===== src/rtl/t1cc_pkg.sv =====
package t1cc_pkg;
  // Strobes passed from the slot/frame decode into the datapath
  typedef struct packed {
    logic clearSlot;  // slot exempt from every change
    logic sigFrame;   // current frame carries robbed-bit signaling
    logic sigBit;     // signaling bit from the selected source
  } ccCtrl_t;
endpackage


===== src/rtl/t1cc_ctrl.sv =====
module t1cc_ctrl
  import t1cc_pkg::*;
#(
  parameter int SLOTS       = 24,
  parameter int SLOT_W      = 5,
  parameter int FRAME_W     = 4,
  parameter int SIG_FRAME_A = 6,
  parameter int SIG_FRAME_B = 12
) (
  input  logic [SLOT_W-1:0]  slotIdx,
  input  logic [FRAME_W-1:0] frameIdx,
  input  logic [SLOTS-1:0]   ccMask,
  input  logic               sigInt,
  input  logic               sigExt,
  input  logic               sigSel,
  output ccCtrl_t            ctrl
);
  logic [SLOTS-1:0] hitVec;
  logic             outOfRange;

  // The most significant mask bit belongs to slot index 0
  for (genvar s = 0; s < SLOTS; s++) begin : g_slot
    assign hitVec[s] = (slotIdx == SLOT_W'(s)) & ccMask[SLOTS-1-s];
  end

  assign outOfRange = (slotIdx >= SLOT_W'(SLOTS));

  always_comb begin
    ctrl.clearSlot = (|hitVec) | outOfRange;
    ctrl.sigFrame  = (frameIdx == FRAME_W'(SIG_FRAME_A)) ||
                     (frameIdx == FRAME_W'(SIG_FRAME_B));
    ctrl.sigBit    = sigSel ? sigExt : sigInt;
  end

  // out-of-range slots must decode as clear
  always_comb begin
    assert_range_clear_R9: assert (!outOfRange || ctrl.clearSlot);
  end
endmodule


===== src/rtl/t1cc_dp.sv =====
module t1cc_dp
  import t1cc_pkg::*;
#(
  parameter int OCT_W = 8
) (
  input  logic             clk,
  input  logic             rstN,
  input  logic             inValid,
  input  logic [OCT_W-1:0] dataIn,
  input  ccCtrl_t          ctrl,
  output logic             outValid,
  output logic [OCT_W-1:0] dataOut
);
  localparam int STUFF_POS = 1;  // bit 7 when the MSB is counted as bit 1

  logic [OCT_W-1:0] robbed;
  logic [OCT_W-1:0] stuffed;

  always_comb begin
    robbed = dataIn;
    if (!ctrl.clearSlot && ctrl.sigFrame) robbed[0] = ctrl.sigBit;
    stuffed = robbed;
    if (!ctrl.clearSlot && (robbed == '0)) stuffed[STUFF_POS] = 1'b1;
  end

  always_ff @(posedge clk) begin
    if (!rstN) begin
      outValid <= 1'b0;
      dataOut  <= '0;
    end else begin
      outValid <= inValid;
      if (inValid) dataOut <= stuffed;
    end
  end

  assert_valid_follow_R7: assert property (@(posedge clk) disable iff (!rstN)
    outValid |-> $past(inValid));
  assert_clear_pass_R2: assert property (@(posedge clk) disable iff (!rstN)
    (outValid && $past(ctrl.clearSlot)) |-> dataOut == $past(dataIn));
  assert_no_zero_R6: assert property (@(posedge clk) disable iff (!rstN)
    (outValid && !$past(ctrl.clearSlot)) |-> dataOut != '0);
  assert_sig_bit_R3: assert property (@(posedge clk) disable iff (!rstN)
    (outValid && !$past(ctrl.clearSlot) && $past(ctrl.sigFrame))
      |-> dataOut[0] == $past(ctrl.sigBit));
  assert_upper_kept_R5: assert property (@(posedge clk) disable iff (!rstN)
    outValid |-> dataOut[OCT_W-1:2] == $past(dataIn[OCT_W-1:2]));
  assert_hold_R10: assert property (@(posedge clk) disable iff (!rstN)
    !$past(inValid) |-> $stable(dataOut));
endmodule


===== src/rtl/t1cc_tx_payload.sv =====
module t1cc_tx_payload
  import t1cc_pkg::*;
#(
  parameter int SLOTS       = 24,
  parameter int MASK_OCT    = 8,
  parameter int FRAME_W     = 4,
  parameter int SIG_FRAME_A = 6,
  parameter int SIG_FRAME_B = 12,
  parameter int OCT_W       = 8,
  localparam int SLOT_W     = $clog2(SLOTS)
) (
  input  logic               clk,
  input  logic               rstN,
  input  logic               inValid,
  input  logic [SLOT_W-1:0]  slotIdx,
  input  logic [FRAME_W-1:0] frameIdx,
  input  logic [OCT_W-1:0]   dataIn,
  input  logic               sigInt,
  input  logic               sigExt,
  input  logic               sigSel,
  input  logic [MASK_OCT-1:0] ccMaskA,
  input  logic [MASK_OCT-1:0] ccMaskB,
  input  logic [MASK_OCT-1:0] ccMaskC,
  output logic               outValid,
  output logic [OCT_W-1:0]   dataOut
);
  ccCtrl_t          ctrl;
  logic [SLOTS-1:0] ccMask;

  assign ccMask = SLOTS'({ccMaskA, ccMaskB, ccMaskC});

  t1cc_ctrl #(
    .SLOTS(SLOTS), .SLOT_W(SLOT_W), .FRAME_W(FRAME_W),
    .SIG_FRAME_A(SIG_FRAME_A), .SIG_FRAME_B(SIG_FRAME_B)
  ) uCtrl (
    .slotIdx(slotIdx), .frameIdx(frameIdx), .ccMask(ccMask),
    .sigInt(sigInt), .sigExt(sigExt), .sigSel(sigSel), .ctrl(ctrl)
  );

  t1cc_dp #(.OCT_W(OCT_W)) uDp (
    .clk(clk), .rstN(rstN), .inValid(inValid), .dataIn(dataIn),
    .ctrl(ctrl), .outValid(outValid), .dataOut(dataOut)
  );
endmodule


===== config.mk =====
export PLATFORM = sky130hd
export DESIGN_NAME = t1cc_tx_payload
export DESIGN_NICKNAME = d
export VERILOG_FILES = /design/src/rtl/t1cc_pkg.sv /design/src/rtl/t1cc_ctrl.sv /design/src/rtl/t1cc_dp.sv /design/src/rtl/t1cc_tx_payload.sv
export SDC_FILE = /design/constraint.sdc
export NUM_CORES = 1
export LEC_CHECK = 0
export BUFFER_PORTS_ARGS = -buffer_cell sky130_fd_sc_hd__buf_2
export CAP_MARGIN = 20
export CELL_PAD_IN_SITES_DETAIL_PLACEMENT = 1
export CELL_PAD_IN_SITES_GLOBAL_PLACEMENT = 1
export CORE_UTILIZATION = 25
export CTS_CLUSTER_SIZE = 12
export DETAILED_ROUTE_END_ITERATION = 8
export PLACE_DENSITY_LB_ADDON = 0.1
export RECOVER_POWER = 25
export SYNTH_ARGS = -nofsm -noshare
export SYNTH_HDL_FRONTEND = slang
export SYNTH_HIERARCHICAL = 1
export SYNTH_SLANG_ARGS = --single-unit
export TNS_END_PERCENT = 5

===== constraint.sdc =====
create_clock -name clk -period 2.9 [get_ports clk]
set_clock_uncertainty 0.1 [all_clocks]
set_input_delay 0.435 -clock clk [delete_from_list [all_inputs] [get_ports clk]]
set_output_delay 0.435 -clock clk [all_outputs]
set_load 0.01 [all_outputs]

==> results of run 1 <==
where the power goes:
group | switching (mW) | internal, mW | total [mW] | leakage (nW)
clock | 0.0465 | 0.0509 | 0.0974 | 0.0177
combinational | 0.0453 | 0.0552 | 0.100 | 0.409
sequential | 0.00300 | 0.131 | 0.134 | 0.0745
total | 0.0948 | 0.237 | 0.332 | 0.501
per-layer routing:
metal	part of all wire [%]	GRT usage, %	vias to the layer above
li1	-	-	375
met1	44	16.9	332
met2	49	22.8	33
met3	6.8	5.08	0
met4	0	3.85	0
met5	0	0	-
layout by cell type, fill, tap and decap left out, drive strengths merged, types with 2 or more instances in the layout:
cell type,instances
clkbuf,4
nor3,2
nor2,10
mux2i,11
inv,4
dfxtp,9
a211oi,2
mux4,2
nand3,2
buf,55
a2111oi,2
mux2,3
cell usage after synthesis (2+ instances only):
library cell,number
dfxtp_1,9
inv_1,4
mux4_2,2
mux2_2,2
a211oi_1,2
nor2_1,10
mux2i_1,11
buf_4,2
nand3_1,2
nor3_1,2
final timing paths:
check | startpoint | end | slack [ns] | cells after the start
max | slotIdx[2] | uDp/dataOut[1]$_SDFFE_PN0P_ | 0.54 | 8
min | rstN | uDp/dataOut[1]$_SDFFE_PN0P_ | 0.30 | 2
max reg2reg | uDp/dataOut[1]$_SDFFE_PN0P_ | uDp/dataOut[1]$_SDFFE_PN0P_ | 1.98 | 2
min reg2reg | uDp/dataOut[6]$_SDFFE_PN0P_ | uDp/dataOut[6]$_SDFFE_PN0P_ | 0.39 | 2
cell type report:
type                            instances  area (um2)  share of cell area, %
Multi-Input combinational cell         53         453                   45.5
Timing Repair Buffer                   56         282                   28.3
Inverter                                4        15.0                   1.51
Clock inverter                          1        5.00                  0.503
Clock buffer                            3        22.5                   2.26
Tap cell                               30        37.5                   3.77
Sequential cell                         9         180                   18.1
worst max-delay path: stages:
cell	delay [ns]
buf_2	0.12
mux2_1	0.33
and3_4	0.19
a2111oi_4	0.30
o32ai_1	0.15
or4b_1	0.50
a2111oi_2	0.28
o21a_1	0.16
registers in the layout, summed over array words and instances, names as in the netlist:
signal and cells:
uDp/outValid 1, uDp/dataOut 8
kinds of logic after synthesis:
family | Yosys count | synth area share (%)
AO/OA/AOI/OAI | 10 | 14.9
XOR/XNOR | 1 | 1.29
buffers and inverters | 8 | 6.81
flip-flops | 9 | 26.5
multiplexers | 16 | 27.8
AND/OR/NAND/NOR | 26 | 22.7
metrics by stage:
step	area, um2	util, %
finish	995	39.4
global route	995	39.4
floorplan	679	-
detailed placement	968	38.4
global placement	968	38.4
CTS	996	39.5
==> summary.md, run 1 <==
| Metric | Value |
|---|---|
| Setup WS post-layout | `0.542 ns` |
| CP max FO | `4` |
| Final Max Slew Viols | `0` |
| Gpl congestion | `0.700` |
| Die Width | `54.1 um` |
| Clock slew at reported path FFs | `about 0.06 ns` |
| Leak | `roughly 0.50 nW` |
| # IOs | `56` |
| Mapped Cells | `70` |
| Hold Fails Final Rpt | `0` |
| Seq/Total Area, Yosys | `26.5%` |
| Worst Tran Pin Value | `0.573 ns` |
| Core area | `2520 um2` |
| Fraction of layout cells with a size suffix above 1 | `53.2%` |
| Post-Syn Area | `between 600 and 700 um2` |
| Setup CP Type | `input pin to register` |
| Die Y | `around 54 um` |
| Synthesized area per cell | `9.71 um2` |
| Htree depth | `1` |
| Post CTS Setup Buffer Count | `0` |
| Synth top area share | `26.5%` |
| Run status | `completed` |
| Initial DRC Count | `4` |
| Post-cts sizing count | `0` |
| TNS Setup | `0 ns` |
| Slew headroom | `61.8%` |
| Ranking of synthesized cells by area | `dfxtp_1 (27%), mux2i_1 (16%), mux4_2 (6.6%)` |
| RSZ-0062 raised after global routing | `false` |
| Largest net degree at the start of global routing | `12` |
| Via count | `740` |
| ANT cells | `0` |
| Final WL | `1850 um` |
| Synth Net Count | `117` |
| Total GRT Usage | `13.9%` |
| Root Driver | `clkbuf_4` |
| Worst Hold Slack | `between 0.2 and 0.3 ns` |
| CP Launch Type | `input pin` |
| Hold/Removal Path Class | `input pin to register` |
| Fillers | `321` |
| Top_reg_cell synth | `dfxtp_1` |
| EDFF count, synth | `0` |
| Via density | `4.74` |
| Cts hold-fix bufs | `0` |
| Number of global-route vias before repair | `about 720` |
| CTS max path bufs | `2` |
| Post-synth cell types | `34` |
| TritonCTS buffer count | `3` |
| Syn. warnings | `6` |
| Fraction of registers with async set or reset after synthesis | `0%` |
| Fmax | `roughly 0.42 GHz` |
| Site Rows | `18` |
| Remaining antenna violation count | `0` |
| Layout Nets | `174` |
| Final Setup Violations | `0` |
| CP endpoint kind | `register` |
| DPL Wire Length | `1580 um` |
| Antenna violations before repair | `0` |
| DRC viols | `0` |
| Initial core utilization | `a little over a quarter` |
| Non-Filler Instances | `156` |
| DR WL/cell | `11.8 um` |
| First-pass GRT wire length | `2970 um` |
| Arrival time at the worst endpoint | `2.47 ns` |
| Minimum clock period | `approximately 2.4 ns` |
| Pre-CTS setup slack | `0.252 ns` |
| Flop and latch count out of synthesis | `9` |
| Power Density | `334 nW/um2` |
| Synth-to-Final Area Change | `46.4%` |
| Number of I/O port buffers | `55` |
| Drt pass-1 iters | `3` |
| Clk_lat worst skew | `0.26 ns` |
| CP Data Required Time | `3.01 ns` |
| Die area | `about 3000 um2` |
| Max cap viols | `0` |
| Biggest area consumer among synthesized cells | `dfxtp_1` |
| Total grt overflow | `0` |
| TritonCTS clock tree | `done` |
| CTS sink count | `9` |
| Fin crit share | `81.3%` |
| Total power | `0.332 mW` |
| Placed Cells | `approximately 150` |
| Largest vdd supply drop | `0.000187 V` |
No activity file was read; power rests on OpenSTA's default activity.
==> run 2, diff against run 1 <==
- clock period: 2.9 -> 2.4 ns (I/O delays scaled with it)
==> run 2 against run 1 <==
- sequential share of layout area decreased by 0.74 points
- register-to-register slack worse by 0.50 ns
- power increased by 24%
- wire length increased by 9.6%
- utilization is 1.7 points higher
- sequential power is 21% higher
- final cell count grew 1.9%
- hold slack got worse by 0.079 ns
- combinational power is 30% higher
==> summary.md, run 2 (synthesized netlist as in run 1, its figures left out) <==
| Metric | Value |
|---|---|
| Remaining antenna violation count | `0 (unchanged)` |
| TNS Setup | `0 ns (unchanged)` |
| Top reg by flops | `uDp/dataOut` |
| Post CTS Setup Buffer Count | `0 (unchanged)` |
| CTS max path bufs | `2 (unchanged)` |
| Max cap viols | `0 (unchanged)` |
| Minimum clock period | `around 2.3 ns` |
| CP Launch Type | `input pin` |
| Via density | `4.83 (+1.8%)` |
| DRC viols | `0 (unchanged)` |
| CP Data Required Time | `2.51 ns (-0.50 ns)` |
| Core area | `2520 um2 (unchanged)` |
| ANT cells | `0 (unchanged)` |
| RSZ-0062 raised after global routing | `false` |
| Setup CP Type | `input pin to register` |
| DPL Wire Length | `1730 um (+9.4%)` |
| Worst Hold Slack | `0.217 ns (-0.0794 ns)` |
| Total grt overflow | `0 (unchanged)` |
| TritonCTS buffer count | `3 (unchanged)` |
| Antenna violations before repair | `0 (unchanged)` |
| Die Y | `54.1 um (unchanged)` |
| CP endpoint kind | `register` |
| Htree depth | `1 (unchanged)` |
| Number of global-route vias before repair | `798 (+10%)` |
| DR WL/cell | `12.7 um (+7.6%)` |
| TritonCTS clock tree | `done` |
| Most common cell after layout, fill and taps aside | `buf_2` |
| Number of I/O port buffers | `55 (unchanged)` |
| Max reg flops | `8 (unchanged)` |
| CTS sink count | `9 (unchanged)` |
| Layout Nets | `177 (+1.7%)` |
| Clock slew at reported path FFs | `0.06 ns (about the same)` |
| Run status | `completed` |
| Slew headroom | `60.8% (-0.93 points)` |
| Final core utilization | `41.1% (+1.7 points)` |
| Initial core utilization | `26.9% (unchanged)` |
| Pre-CTS setup slack | `-0.129 ns (-0.380 ns)` |
| Hold/Removal Path Class | `input pin to register` |
| Leading registers by flop count | `uDp/dataOut x8, uDp/outValid x1` |
| Largest vdd supply drop | `0.000331 V (+78%)` |
| # IOs | `56 (unchanged)` |
| Die area | `2930 um2 (unchanged)` |
| Root Driver | `clkbuf_4` |
| Reg area | `180 um2 (unchanged)` |
| Post-cts sizing count | `0 (unchanged)` |
| Via count | `768 (+3.8%)` |
| Final Max Slew Viols | `0 (unchanged)` |
| Initial DRC Count | `7 (+3)` |
| Cts hold-fix bufs | `0 (unchanged)` |
| Final Setup Violations | `0 (unchanged)` |
| Total GRT Usage | `14.7% (+0.76 points)` |
| Clk_lat worst skew | `0.26 ns (about the same)` |
| Setup WS post-layout | `0.125 ns (-0.417 ns)` |
| Most frequent cells in the layout | `buf_2 (54), mux2i_1 (11), nor2_1 (10)` |
| Fraction of layout cells with a size suffix above 1 | `55.0% (+1.9 points)` |
| Drt pass-1 iters | `4 (+1)` |
| Gpl congestion | `0.744 (+6.4%)` |
| Site Rows | `18 (unchanged)` |
| Leak | `0.517 nW (+3.2%)` |
| Multi-input gate area | `473 um2 (+4.4%)` |
| Fin crit share | `~95%` |
| Largest net degree at the start of global routing | `12 (unchanged)` |
| CP max FO | `3 (-1)` |
| Final WL | `2020 um (+9.6%)` |
| Synth-to-Final Area Change | `52.7%` |
| Arrival time at the worst endpoint | `2.38 ns (-0.09 ns)` |
| Placed Cells | `155 (+2.0%)` |
| Non-Filler Instances | `159 (+1.9%)` |
| Fillers | `322 (+0.31%)` |
| Fmax | `0.440 GHz` |
| Hold Fails Final Rpt | `0 (unchanged)` |
| Power Density | `396 nW/um2 (+19%)` |
| Die Width | `54.1 um (unchanged)` |
| Worst Tran Pin Value | `0.587 ns (+0.0140 ns)` |
| First-pass GRT wire length | `3150 um (+6.3%)` |
[run 2: changes by cell type in the layout (fill, tap and decap cells not counted), sizes merged]
cell	change
buf	+3
[run 2: per-stage QoR]
step	cell area, um2	power, mW
CTS	1020	0.416
finish	1040	0.411
floorplan	679	0.234
global placement	991	0.291
detailed placement	991	0.295
global route	1040	0.439
[run 2: critical path, cell delays in order]
cell	delay, ns
buf_2	0.11
mux2_1	0.31
and3_4	0.19
a2111oi_4	0.32
o32ai_2	0.13
or4b_1	0.53
a2111oi_4	0.28
o21a_1	0.16
[run 2: path summary, 6_finish.rpt]
path / end / depth (start not counted) / start / slack, ns
hold reg to reg: uDp/dataOut[0]$_SDFFE_PN0P_ / 2 / uDp/dataOut[0]$_SDFFE_PN0P_ / 0.39
hold / removal: uDp/dataOut[1]$_SDFFE_PN0P_ / 2 / rstN / 0.22
setup reg to reg: uDp/dataOut[1]$_SDFFE_PN0P_ / 2 / uDp/dataOut[1]$_SDFFE_PN0P_ / 1.48
setup / recovery: uDp/dataOut[1]$_SDFFE_PN0P_ / 8 / slotIdx[2] / 0.13
[run 2: area by class of cell]
cell class | count | share of cell area [%]
clock buffer | 3 | 2.17
clock inverter | 1 | 0.483
inverter | 4 | 1.45
multi-input combinational | 53 | 45.6
sequential | 9 | 17.4
tap | 30 | 3.62
timing repair buffer | 59 | 29.3
[run 2: layer usage]
metal / part of all wire (%) / wire [um] / GRT usage (%) / vias to the layer above
met5: 0 / 0 / 0 / -
met4: 0 / 0 / 1.28 / 0
li1: - / - / - / 380
met3: 8.6 / 173 / 4.52 / 0
met1: 39 / 793 / 16.1 / 354
met2: 52 / 1060 / 28.0 / 34
[run 2: power by group]
| part | total (mW) | switching (mW) | internal, mW | leakage [nW] |
|---|---|---|---|---|
| combinational | 0.130 | 0.0589 | 0.0710 | 0.425 |
| sequential | 0.162 | 0.00387 | 0.158 | 0.0745 |
| clock | 0.118 | 0.0568 | 0.0616 | 0.0177 |
==> run 3, diff against run 2 <==
- REMOVE_ABC_BUFFERS: not set -> 1
==> run 3 against run 2 <==
- clock power about the same
- largest power group unchanged
- cell area down 1.3%
- hold slack worse by 0.0037 ns
- count of clock-buffer cells in the layout up 1
- first-iteration DRC count unchanged
- register-to-register slack about the same
- sequential cell count unchanged
- utilization down 0.55 points
- largest cell class unchanged
==> summary.md, run 3 (synthesized netlist as in run 1, its figures left out) <==
| Metric | Value |
|---|---|
| Switch share | `28.1% (-1.0 points)` |
| ANT cells | `0 (unchanged)` |
| CTS sink count | `9 (unchanged)` |
| DPL Wire Length | `1740 um (+0.69%)` |
| Die area | `2930 um2 (unchanged)` |
| Fillers | `338 (+5.0%)` |
| Run status | `completed` |
| TritonCTS clock tree | `done` |
| Worst Tran Pin Value | `0.547 ns (-0.0405 ns)` |
| Non-Filler Instances | `160 (+0.63%)` |
| P_sw | `0.115 mW (-4.1%)` |
| Largest net degree at the start of global routing | `12 (unchanged)` |
| Reg-to-reg critical path endpoint | `uDp/dataOut[1]$_SDFFE_PN0P_` |
| Pre-CTS setup slack | `-0.152 ns (-0.0231 ns)` |
| Hold depth | `2 (unchanged)` |
| CTS max path bufs | `2 (unchanged)` |
| Site Rows | `18 (unchanged)` |
| Leak | `0.518 nW (about the same)` |
| Final Setup Violations | `0 (unchanged)` |
| RSZ-0062 raised after global routing | `false` |
| Via density | `4.79 (-0.88%)` |
| CP Launch Type | `input pin` |
| Number of I/O port buffers | `55 (unchanged)` |
| Antenna violations before repair | `0 (unchanged)` |
| Max cap viols | `0 (unchanged)` |
| Top reg by flops | `uDp/dataOut` |
| # IOs | `56 (unchanged)` |
| DRC viols | `0 (unchanged)` |
| R2R Path Start | `uDp/dataOut[1]$_SDFFE_PN0P_` |
| Logic pwr share | `31.3% (-0.3 points)` |
| Fin crit share | `94.1% (-0.71 points)` |
| Clock Power Share | `28.9% (about the same)` |
| Fmax | `0.443 GHz (+0.76%)` |
| Die Y | `54.1 um (unchanged)` |
| Arrival time at the worst endpoint | `2.37 ns (about the same)` |
| Final WL | `2020 um (-0.35%)` |
| Gpl congestion | `0.666 (-11%)` |
| Initial core utilization | `26.9% (unchanged)` |
| Setup CP Type | `input pin to register` |
| Slew headroom | `63.6% (+2.7 points)` |
| Total GRT Usage | `15.8% (+1.1 points)` |
| Cts hold-fix bufs | `0 (unchanged)` |
| Total grt overflow | `0 (unchanged)` |
| Internal power | `0.293 mW (+0.81%)` |
| Via count | `766 (-0.26%)` |
| Min-delay src | `rstN` |
| Minimum clock period | `2.26 ns (-0.0171 ns)` |
| Root Driver | `clkbuf_4` |
| Drt pass-1 iters | `4 (unchanged)` |
| Most common cell after layout, fill and taps aside | `buf_2` |
| Die Width | `54.1 um (unchanged)` |
| Core area | `2520 um2 (unchanged)` |
| Reg power frac | `39.8% (+0.3 points)` |
| Number of global-route vias before repair | `764 (-4.3%)` |
| Initial DRC Count | `7 (unchanged)` |
| CP max FO | `3 (unchanged)` |
| TritonCTS buffer count | `3 (unchanged)` |
| Placed Cells | `156 (+0.65%)` |
| Most frequent cells in the layout | `buf_2 (54), mux2i_1 (11), nor2_1 (10)` |
| Leading registers by flop count | `uDp/dataOut x8, uDp/outValid x1` |
| Reg2reg setup slack | `1.48 ns (about the same)` |
| Worst reg2reg path depth | `2 (unchanged)` |
| Clock slew at reported path FFs | `0.07 ns (about the same)` |
| Max reg flops | `8 (unchanged)` |
| CP Data Required Time | `2.51 ns (about the same)` |
| DR WL/cell | `12.6 um (-0.97%)` |
| Fraction of layout cells with a size suffix above 1 | `53.8% (-1.2 points)` |
| Post-cts sizing count | `0 (unchanged)` |
| Final Max Slew Viols | `0 (unchanged)` |
| Largest vdd supply drop | `0.000329 V (-0.66%)` |
| Hold Fails Final Rpt | `0 (unchanged)` |
| First-pass GRT wire length | `3220 um (+2.2%)` |
| Hold EP | `uDp/dataOut[1]$_SDFFE_PN0P_` |
| Total power | `0.408 mW (-0.63%)` |
| Layout Nets | `178 (+0.56%)` |
| Hold/Removal Path Class | `input pin to register` |
| CP endpoint kind | `register` |
| Power Density | `399 nW/um2 (+0.71%)` |
| Setup WS post-layout | `0.142 ns (+0.0171 ns)` |
| Htree depth | `1 (unchanged)` |
| Post CTS Setup Buffer Count | `0 (unchanged)` |
| Synth-to-Final Area Change | `50.6%` |
| Remaining antenna violation count | `0 (unchanged)` |
| Clk_lat worst skew | `0.26 ns (about the same)` |
[run 3: cell count changes in the layout (fill, tap and decap cells not counted)]
cell and delta:
o32ai_2 -1, a2111oi_2 +1, clkbuf_1 +1, a2111oi_4 -1
buf_4 +1, clkinv_2 -1, o32ai_1 +1
[run 3: power by group through the flow]
stage | combinational [mW] | sequential [mW] | clock (mW)
2_1_floorplan | 0.0512 | 0.170 | 0
3_3_place_gp | 0.127 | 0.165 | 0
3_5_place_dp | 0.130 | 0.166 | 0
4_1_cts | 0.131 | 0.162 | 0.124
5_1_grt | 0.142 | 0.163 | 0.134
6_report | 0.128 | 0.162 | 0.118
[run 3: how the worst max path moves through the flow]
stage                     startpoint                     endpoint  slack, ns  cells after the start
after floorplan           slotIdx[2]  uDp/dataOut[1]$_SDFFE_PN0P_       0.08                      7
after global placement    slotIdx[2]  uDp/dataOut[1]$_SDFFE_PN0P_       -0.1                      8
after detailed placement  slotIdx[2]  uDp/dataOut[1]$_SDFFE_PN0P_      -0.15                      8
after CTS                 slotIdx[2]  uDp/dataOut[1]$_SDFFE_PN0P_       0.13                      8
after global routing      slotIdx[2]  uDp/dataOut[1]$_SDFFE_PN0P_       0.02                      8
final                     slotIdx[2]  uDp/dataOut[1]$_SDFFE_PN0P_       0.14                      8
[run 3: area by class of cell]
| cell class | count | area (um2) | area share [%] |
|---|---|---|---|
| Multi-Input combinational cell | 53 | 453 | 44.3 |
| Inverter | 4 | 15.0 | 1.47 |
| Timing Repair Buffer | 60 | 312 | 30.4 |
| Clock buffer | 4 | 26.3 | 2.57 |
| Tap cell | 30 | 37.5 | 3.67 |
| Sequential cell | 9 | 180 | 17.6 |
[run 3: worst max-delay path, stage by stage]
cell and delay, ns:
buf_2 0.11, mux2_1 0.30, and3_4 0.19, a2111oi_4 0.30, o32ai_1 0.15, or4b_1 0.50
a2111oi_2 0.29, o21a_1 0.16
[run 3: through the flow]
stage	hold WS (ns)	instance area (um2)	TNS, ns	util, %
finish	0.213	1020	0	40.6
global route	0.209	1020	0	40.6
CTS	0.207	1020	0	40.6
detailed placement	0.380	998	-0.152	39.6
global placement	0.366	998	-0.0984	39.6
floorplan	0.377	648	0	-
[run 3: routing by layer]
| layer | vias to the layer above | track usage [%] | wire, um |
|---|---|---|---|
| met4 | 0 | 2.56 | 0 |
| li1 | 381 | - | - |
| met1 | 354 | 18.1 | 820 |
| met5 | - | 0 | 0 |
| met3 | 0 | 5.93 | 149 |
| met2 | 31 | 27.8 | 1050 |
